[config.mk]
export PLATFORM = sky130hd
export DESIGN_NAME = dbs_sequencer
export DESIGN_NICKNAME = d
export VERILOG_FILES = /design/src/rtl/dbs_pkg.sv /design/src/rtl/dbs_ack_decode.sv /design/src/rtl/dbs_lane_shift.sv /design/src/rtl/dbs_read_merge.sv /design/src/rtl/dbs_sequencer.sv
export SDC_FILE = /design/constraint.sdc
export NUM_CORES = 1
export LEC_CHECK = 0
export ABC_AREA = 1
export CORE_MARGIN = 4
export CORE_UTILIZATION = 35
export DETAILED_ROUTE_END_ITERATION = 10
export GPL_TIMING_DRIVEN = 0
export SETUP_SLACK_MARGIN = 0.3
export SYNTH_ARGS = -nofsm -noshare
export SYNTH_HDL_FRONTEND = slang
export SYNTH_SLANG_ARGS = --single-unit
[constraint.sdc]
create_clock -name clk -period 7.5 [get_ports clk]
set_input_delay 2.25 -clock clk [delete_from_list [all_inputs] [get_ports clk]]
set_output_delay 2.25 -clock clk [all_outputs]
set_load 0.05 [all_outputs]
[src/rtl/dbs_pkg.sv]
package dbs_pkg;
  typedef enum logic [1:0] {
    ST_IDLE  = 2'd0,
    ST_CYCLE = 2'd1,
    ST_GAP   = 2'd2,
    ST_RESP  = 2'd3
  } seq_state_t;

  localparam logic [1:0] ACK_WAIT = 2'b00;
  localparam logic [1:0] ACK_BYTE = 2'b01;
  localparam logic [1:0] ACK_HALF = 2'b10;
  localparam logic [1:0] ACK_FULL = 2'b11;
endpackage

[src/rtl/dbs_ack_decode.sv]
module dbs_ack_decode #(
  parameter int NUM_LANES = 4,
  parameter int CNT_W     = 3
) (
  input  logic [1:0]       ack,
  input  logic [CNT_W-1:0] remaining,
  output logic             hit,
  output logic [CNT_W-1:0] taken
);
  import dbs_pkg::*;

  localparam int HALF_LANES = (NUM_LANES > 1) ? NUM_LANES / 2 : 1;

  logic [CNT_W-1:0] width;

  always_comb begin
    unique case (ack)
      ACK_FULL: width = CNT_W'(NUM_LANES);
      ACK_HALF: width = CNT_W'(HALF_LANES);
      ACK_BYTE: width = CNT_W'(1);
      default:  width = '0;
    endcase
  end

  assign hit   = (ack != ACK_WAIT);
  assign taken = (width > remaining) ? remaining : width;
endmodule

[src/rtl/dbs_lane_shift.sv]
module dbs_lane_shift #(
  parameter int LANE_W    = 8,
  parameter int NUM_LANES = 4,
  parameter int CNT_W     = 3,
  localparam int DATA_W   = LANE_W * NUM_LANES
) (
  input  logic [DATA_W-1:0] din,
  input  logic [CNT_W-1:0]  shift,
  output logic [DATA_W-1:0] dout
);
  logic [LANE_W-1:0] in_lane [NUM_LANES];

  for (genvar j = 0; j < NUM_LANES; j++) begin : g_split
    assign in_lane[j] = din[DATA_W-1-LANE_W*j -: LANE_W];
  end

  for (genvar j = 0; j < NUM_LANES; j++) begin : g_out
    logic [LANE_W-1:0] lane_q;
    always_comb begin
      lane_q = '0;
      for (int s = 0; s < NUM_LANES - j; s++) begin
        if (int'(shift) == s) lane_q = in_lane[j+s];
      end
    end
    assign dout[DATA_W-1-LANE_W*j -: LANE_W] = lane_q;
  end
endmodule

[src/rtl/dbs_read_merge.sv]
module dbs_read_merge #(
  parameter int LANE_W    = 8,
  parameter int NUM_LANES = 4,
  parameter int CNT_W     = 3,
  localparam int DATA_W   = LANE_W * NUM_LANES
) (
  input  logic [DATA_W-1:0] acc,
  input  logic [DATA_W-1:0] bus_data,
  input  logic [CNT_W-1:0]  base,
  input  logic [CNT_W-1:0]  taken,
  output logic [DATA_W-1:0] merged
);
  logic [LANE_W-1:0] bus_lane [NUM_LANES];

  for (genvar j = 0; j < NUM_LANES; j++) begin : g_split
    assign bus_lane[j] = bus_data[DATA_W-1-LANE_W*j -: LANE_W];
  end

  for (genvar k = 0; k < NUM_LANES; k++) begin : g_pos
    logic [LANE_W-1:0] pos_q;
    always_comb begin
      pos_q = acc[DATA_W-1-LANE_W*k -: LANE_W];
      for (int j = 0; j <= k; j++) begin
        if (j < int'(taken) && int'(base) + j == k) pos_q = bus_lane[j];
      end
    end
    assign merged[DATA_W-1-LANE_W*k -: LANE_W] = pos_q;
  end
endmodule

[src/rtl/dbs_sequencer.sv]
module dbs_sequencer #(
  parameter int ADDR_W = 24,
  parameter int DATA_W = 32,
  parameter int LANE_W = 8
) (
  input  logic              clk,
  input  logic              rst_n,
  input  logic              req_valid,
  output logic              req_ready,
  input  logic              req_write,
  input  logic [ADDR_W-1:0] req_addr,
  input  logic [DATA_W-1:0] req_wdata,
  output logic              rsp_valid,
  input  logic              rsp_ready,
  output logic [DATA_W-1:0] rsp_rdata,
  output logic              bus_strobe,
  output logic              bus_write,
  output logic [ADDR_W-1:0] bus_addr,
  output logic [DATA_W-1:0] bus_wdata,
  input  logic [DATA_W-1:0] bus_rdata,
  input  logic [1:0]        bus_ack
);
  import dbs_pkg::*;

  localparam int NUM_LANES = DATA_W / LANE_W;
  localparam int CNT_W     = $clog2(NUM_LANES + 1);

  seq_state_t        state_q;
  logic [ADDR_W-1:0] addr_q;
  logic [DATA_W-1:0] wdata_q;
  logic [DATA_W-1:0] rdata_q;
  logic [CNT_W-1:0]  done_q;
  logic              write_q;

  logic [CNT_W-1:0]  remaining;
  logic [CNT_W-1:0]  taken;
  logic [CNT_W-1:0]  next_done;
  logic              ack_hit;
  logic [DATA_W-1:0] wdata_shifted;
  logic [DATA_W-1:0] rdata_merged;

  assign remaining = CNT_W'(NUM_LANES) - done_q;
  assign next_done = done_q + taken;

  dbs_ack_decode #(.NUM_LANES(NUM_LANES), .CNT_W(CNT_W)) u_decode (
    .ack       (bus_ack),
    .remaining (remaining),
    .hit       (ack_hit),
    .taken     (taken)
  );

  dbs_lane_shift #(.LANE_W(LANE_W), .NUM_LANES(NUM_LANES), .CNT_W(CNT_W)) u_shift (
    .din   (wdata_q),
    .shift (taken),
    .dout  (wdata_shifted)
  );

  dbs_read_merge #(.LANE_W(LANE_W), .NUM_LANES(NUM_LANES), .CNT_W(CNT_W)) u_merge (
    .acc      (rdata_q),
    .bus_data (bus_rdata),
    .base     (done_q),
    .taken    (taken),
    .merged   (rdata_merged)
  );

  always_ff @(posedge clk or negedge rst_n) begin
    if (!rst_n) begin
      state_q <= ST_IDLE;
      addr_q  <= '0;
      wdata_q <= '0;
      rdata_q <= '0;
      done_q  <= '0;
      write_q <= 1'b0;
    end else begin
      unique case (state_q)
        ST_IDLE: begin
          if (req_valid) begin
            state_q <= ST_CYCLE;
            addr_q  <= req_addr;
            wdata_q <= req_write ? req_wdata : '0;
            rdata_q <= '0;
            done_q  <= '0;
            write_q <= req_write;
          end
        end
        ST_CYCLE: begin
          if (ack_hit) begin
            addr_q  <= addr_q + ADDR_W'(taken);
            wdata_q <= wdata_shifted;
            if (!write_q) rdata_q <= rdata_merged;
            done_q  <= next_done;
            state_q <= (next_done == CNT_W'(NUM_LANES)) ? ST_RESP : ST_GAP;
          end
        end
        ST_GAP:  state_q <= ST_CYCLE;
        ST_RESP: if (rsp_ready) state_q <= ST_IDLE;
        default: state_q <= ST_IDLE;
      endcase
    end
  end

  assign req_ready  = (state_q == ST_IDLE);
  assign bus_strobe = (state_q == ST_CYCLE);
  assign rsp_valid  = (state_q == ST_RESP);
  assign rsp_rdata  = rdata_q;
  assign bus_addr   = addr_q;
  assign bus_wdata  = wdata_q;
  assign bus_write  = write_q;
endmodule

== Word-level counts from Yosys, hierarchy flattened ==
Index checks and enable logic that the tools add are counted.

* Bits of input ports: 95
* Word-level logic and storage cells: 118
* Output and inout bits: 92
* Bits in registers: 94

* Reductions and logical operators: 26
* Equal/unequal tests: 31
* Muxes and demuxes: 38
* $add $sub $neg: 6
* Magnitude comparators: 5

{| class="wikitable"
|+ Operator list
! operator !! number
|-
| 32-bit 2-to-1 mux || 6
|-
| 32-bit by 3-bit == test with 1-bit output (second input constant) || 5
|-
| 8-bit 2-to-1 mux || 17
|-
| 32-bit one-hot mux with 2 select lines || 2
|-
| 24-bit 2-to-1 mux || 2
|-
| 24-bit one-hot mux with 2 select lines || 1
|-
| 32-bit by 2-bit == test with 1-bit output (second input constant) || 1
|-
| 32-bit zero test || 1
|-
| 24-bit by 3-bit adder with 24-bit output || 1
|-
| 5-bit AND reduction || 4
|-
| 4-bit AND reduction || 4
|-
| 3-bit == test (second input constant) || 5
|-
| 1-bit logical AND || 10
|-
| 3-bit 2-to-1 mux || 3
|-
| 3-bit one-hot mux with 3 select lines || 1
|-
| 3-bit by 2-bit adder with 4-bit output (second input constant) || 2
|-
| 2-bit == test (second input constant) || 4
|-
| 2-bit one-hot mux with 4 select lines || 1
|-
| 3-bit by 2-bit == test with 1-bit output (second input constant) || 2
|-
| 1-bit by 3-bit less-than comparator with 1-bit output (first input constant) || 2
|-
| 2-bit by 3-bit less-than comparator with 1-bit output (first input constant) || 2
|-
| 2-bit 2-to-1 mux || 3
|-
| 2-bit by 1-bit != test with 1-bit output (second input constant) || 3
|-
| 2-bit != test (second input constant) || 3
|-
| other kinds (18) || 21
|}

== Depth between registers and ports, before layout ==
* Depth in word-level cells: 13
* Mapped depth: 22
* Mapped depth without buffers: 22

== By module ==
A second synthesis with hierarchy kept.

* Cell total of the unflattened synthesis: 1074
* Area total of the unflattened synthesis: 6971.7 µm²

{| class="wikitable"
|+ By module, submodules not included
! module !! times used !! cells each !! area an instance (µm²) !! sequential area each (µm²)
|-
| dbs_sequencer || 1 || 672 || 5014.8 || 2352.3
|-
| dbs_read_merge || 1 || 252 || 1178.6 || 0.0
|-
| dbs_lane_shift || 1 || 122 || 630.6 || 0.0
|-
| dbs_ack_decode || 1 || 28 || 147.6 || 0.0
|}

== Worst setup path before layout ==
Ideal clock, no wire load.

* Kind: in2reg
* Start: input port bus_ack[1]
* End: register addr_q[22] (netlist: bus_addr[22])
* Stages: 20
* Arrival time: 4.779 ns
* Data required time: 7.377 ns
* Library setup time: 0.123 ns
* Path slack: 2.598 ns
* Buffers on the path: 0
* Cell sequence: nand2_1 > inv_1 > ha_1 > nand3_1 > nand2_1 > nand2_1 > nand2_1 > nand2_1 > inv_1 > ha_1 > fa_1 > nand2_1 > a21oi_1 > nand2_1 > nor2_1 > nand3_1 > nor3_1 > xor2_1 > o21ai_0 > nand2_1

* Word-level cells in the longest chain between the ends: 7
* Elaborated cells between the ends (all ways): 12
* Those cells by class: 1 x add/sub; 1 x order compare; 4 x eq/ne; 4 x mux; 2 x reduce/logical

{| class="wikitable"
|+ RTL lines
! item !! line !! source
|-
| start, declared || dbs_sequencer.sv:21 || <nowiki>input logic [1:0] bus_ack</nowiki>
|-
| 2-bit by 1-bit == test with 1-bit output / 2-bit == test (equally long branches) || dbs_ack_decode.sv:17 || <nowiki>unique case (ack)</nowiki>
|-
| 3-bit one-hot mux with 3 select lines || dbs_ack_decode.sv:17 ||
|-
| 3-bit > comparator || dbs_ack_decode.sv:26 || <nowiki>assign taken = (width > remaining) ? remaining : width;</nowiki>
|-
| 3-bit 2-to-1 mux || dbs_ack_decode.sv:26 ||
|-
| 24-bit by 3-bit adder with 24-bit output || dbs_sequencer.sv:88 || <nowiki>addr_q <= addr_q + ADDR_W'(taken);</nowiki>
|-
| 24-bit 2-to-1 mux || dbs_sequencer.sv:87 || <nowiki>if (ack_hit) begin</nowiki>
|-
| 24-bit one-hot mux with 2 select lines || dbs_sequencer.sv:75 || <nowiki>unique case (state_q)</nowiki>
|-
| end signal, assigned || dbs_sequencer.sv:79 || <nowiki>addr_q <= req_addr;</nowiki>
|-
| end signal, assigned || dbs_sequencer.sv:88 ||
|-
| end, declared || dbs_sequencer.sv:29 || <nowiki>logic [ADDR_W-1:0] addr_q;</nowiki>
|}

Several ways; a longest one is shown, not always the timed one. The select of a mux whose other input is x is not followed.
A chain may end at the register's enable or synchronous reset.

== Final worst setup path ==
* Start: input port bus_ack[0]
* End: register addr_q[22] (netlist: bus_addr[22])

Same word-level chain as after synthesis.

==> out/results.tsv <==
metric	value	unit
status	completed	
antenna_left	0	
core_region_area	16760	um^2
slew_headroom	53.56	%
die_x	139.5	um
dr.pass1.iters	5	
die_h	139.5	um
ctsHoldBuffers	0	
fin_hold_ws	0.4786	ns
row_count	47	
seqPwrFrac	20.3	%
numCtsBuffers	9	
cp_slowest_cell	a21oi_1	
cts_max_level	3	
layout_common_cells	nand2_1, clkdlybuf4s50_1, dfrtp_1, inv_1, nor2_1	
dp_slack	1.365	ns
io_buffers	186	
setup_viol	0	
routed_wl	21.16	mm
tritoncts	built	
ir_worst_vdd	0.2239	mV
hp-class	flip-flop to flip-flop	
drive_above_1_share	6.476	%
place_area	8215	um^2
n_antenna_cell	0	
setup_tns	0	ns
p_leak	3.808	nW
p_per_area	530.6	nW/um^2
post_cts_resized	0	
cts_setup_buffers	0	
drt_iter0_drc	420	
clockBufferDepth	2	
avgSynthCellArea	7.147	um^2
path_cells	clkdlybuf4s50_1 -> nand2_1 -> inv_1 -> ha_1 -> nand3_1 -> nand2_1 -> nand2_1 -> nand2_1 -> nand2_1 -> inv_1 -> ha_1 -> fa_1 -> nand2_1 -> a21oi_1 -> nand2_1 -> nor2_1 -> nand3_1 -> nor3_1 -> xor2_1 -> o21ai_0 -> nand2_1	
max_freq	0.1725	GHz
viasPerCell	5.014	
ys_seq_area_share	38.86	%
hold-path-cell-count	2	
cp-startpoint	bus_ack[0]	
path_max_fanout	7	
yosys_register_bits	94	
io_pins	187	
start_util	36.12	%
endpoint_kind	flip-flop	
wire_per_inst	16.66	um
slew_viol_final	0	
grt_pass1_wl	33.85	mm
syn_area	6053	um^2
synthToLayoutAreaGrowth	41.24	%
post-route-min-period	5.798	ns
worst-slew-pin-transition	0.6941	ns
design_area	8549	um^2
yosysWarnings	0	
grt_pass1_vias	6288	
combinationalPowerShare	68.2	%
gp_congestion	0.8993	
cp.arrival	6.03	ns
final_hold_viol_count	0	
min_period_over_period	77.30	%
gr-total-overflow	0	
crit_type	input pin to flip-flop	
worstHoldStart	rsp_rdata[22]	
dieArea	19460	um^2
grt_max_degree	62	
drc	0	
netSwitchingFraction	55.94	%
synth_cell_types	42	
required	7.74	ns
cts-root-buf	clkbuf_16	
dp_hpwl	16.09	mm
fillers	1726	
syn-instance-count	847	
cap_violations	0	
switchingPower	0.002538	W
route.vias.total	6368	
clk_pin_slew	0.07	ns
pwr-share-clk	11.5	%
cp_common_cell	nand2_1	
p_int	0.001999	W
critPathLaunchType	input pin	
clk_latency	0.35	ns
rsz0062_at_grt	false	
clock_skew	0.007383	ns
r2r_cells	21	
slowest_delay	0.50	ns
setup_ws	1.702	ns
grt_antenna_before_repair	0	
nNetsFinal	1156	
cts.sinks	94	
synthesis.nets	958	
final_common_cell	nand2_1	
grtUsageTotal	21.67	%
r2r-start	done_q[0]	
==> power groups by stage <==
stage               combinational, W  sequential (W)  clock (W)
finish                       0.00309        0.000923   0.000519
global route                 0.00339        0.000955   0.000551
CTS                          0.00311        0.000922   0.000527
detailed placement           0.00310        0.000926          0
global placement             0.00308        0.000926          0
floorplan                    0.00149         0.00155          0
==> registers in the layout, summed over array words and instances (netlist names) <==
signal	cells
bus_write	1
done_q	3
rsp_rdata	32
bus_addr	24
state_q	2
bus_wdata	32
==> cell families (layout without fill, tap and decap cells) <==
group                      Yosys count  in the layout  synth area share (%)
AOI/OAI and AO/OA                  179            179                 16.39
xor gates and xnor gates            12             12                 1.736
adders and majority gates           16             16                 3.555
buffers and inverters              121            324                 8.350
DFF                                 94             94                 38.86
and+or+nand+nor                    425            425                 31.11
==> path summary, 6_finish.rpt <==
path / endpoint / slack [ns]
hold / removal: rsp_rdata[22] / 0.48
min in group asynchronous: rsp_rdata[16] / 1.85
setup / recovery: bus_addr[22] / 1.70
setup reg to reg: bus_addr[22] / 2.96
max in group asynchronous: bus_wdata[6] / 4.96
hold reg to reg: rsp_rdata[22] / 0.48
==> final cells by class <==
type	count	area [um^2]	share of cell area [%]
buffer	35	177.7	2.078
clock inverter	5	81.33	0.9513
sequential	94	2352	27.51
inverter	86	327.8	3.834
multi-input combinational	632	3196	37.38
tap	220	275.3	3.220
timing repair buffer	187	1887	22.07
clock buffer	11	252.7	2.956
==> cell usage after synthesis <==
cell	n	share of area, %
o31ai_1	2	0.25
dfrtp_1	94	39
o22ai_1	12	1.2
a22oi_1	2	0.25
nand3_4	1	0.29
nand3_2	4	0.66
buf_2	13	1.1
nor2_8	1	0.33
inv_4	2	0.21
o21ai_1	34	2.8
a211oi_1	7	0.87
a21oi_2	2	0.29
or2_2	1	0.10
o211ai_1	6	0.74
nand3_1	61	5.0
nand4_1	21	2.2
inv_2	4	0.25
nor3_1	9	0.74
nor2_1	77	4.8
nand3b_1	7	0.87
a21oi_1	40	3.3
nand2_2	5	0.52
fa_1	2	0.66
a22o_1	1	0.14
inv_1	80	5.0
xor2_1	11	1.6
nor3_2	1	0.17
o21ai_4	1	0.27
clkbuf_1	14	0.87
o21ai_0	69	5.7
buf_1	1	0.062
nor2_4	3	0.56
nor2_2	2	0.21
xnor2_1	1	0.14
nand2_4	2	0.37
or3_1	1	0.10
a31oi_1	2	0.21
buf_6	1	0.19
nand2_1	229	14
ha_1	14	2.9
buf_4	6	0.74
a21boi_4	1	0.31
==> metal layers <==
layer  part of all wire, %  wire [um]  track usage [%]  vias up
met5                     0          0                0        -
met4                   1.8        381            6.591        0
met3                   6.2       1316            4.220       22
met2                    45       9499            33.38      206
met1                    47       9965            30.90     2939
li1                      -          -                -     3201
==> worst max-delay path, delay by kind of cell <==
family	cells	cell delay [ns]
AO/OA/AOI/OAI	2	0.66
AND/OR/NAND/NOR	12	1.63
XOR/XNOR	1	0.09
adder cells (fa/ha/maj)	3	0.73
buffers and inverters	3	0.66
==> stage by stage <==
stage | cells | util [%] | total power, W
3_3_place_gp | 1253 | 48.87 | 0.004008
4_1_cts | 1270 | 51.01 | 0.004559
2_1_floorplan | 847 | - | 0.003037
5_1_grt | 1270 | 51.01 | 0.004893
3_5_place_dp | 1254 | 49.02 | 0.004027
6_report | 1270 | 51.01 | 0.004537
Power figures use the tool's default switching activity.
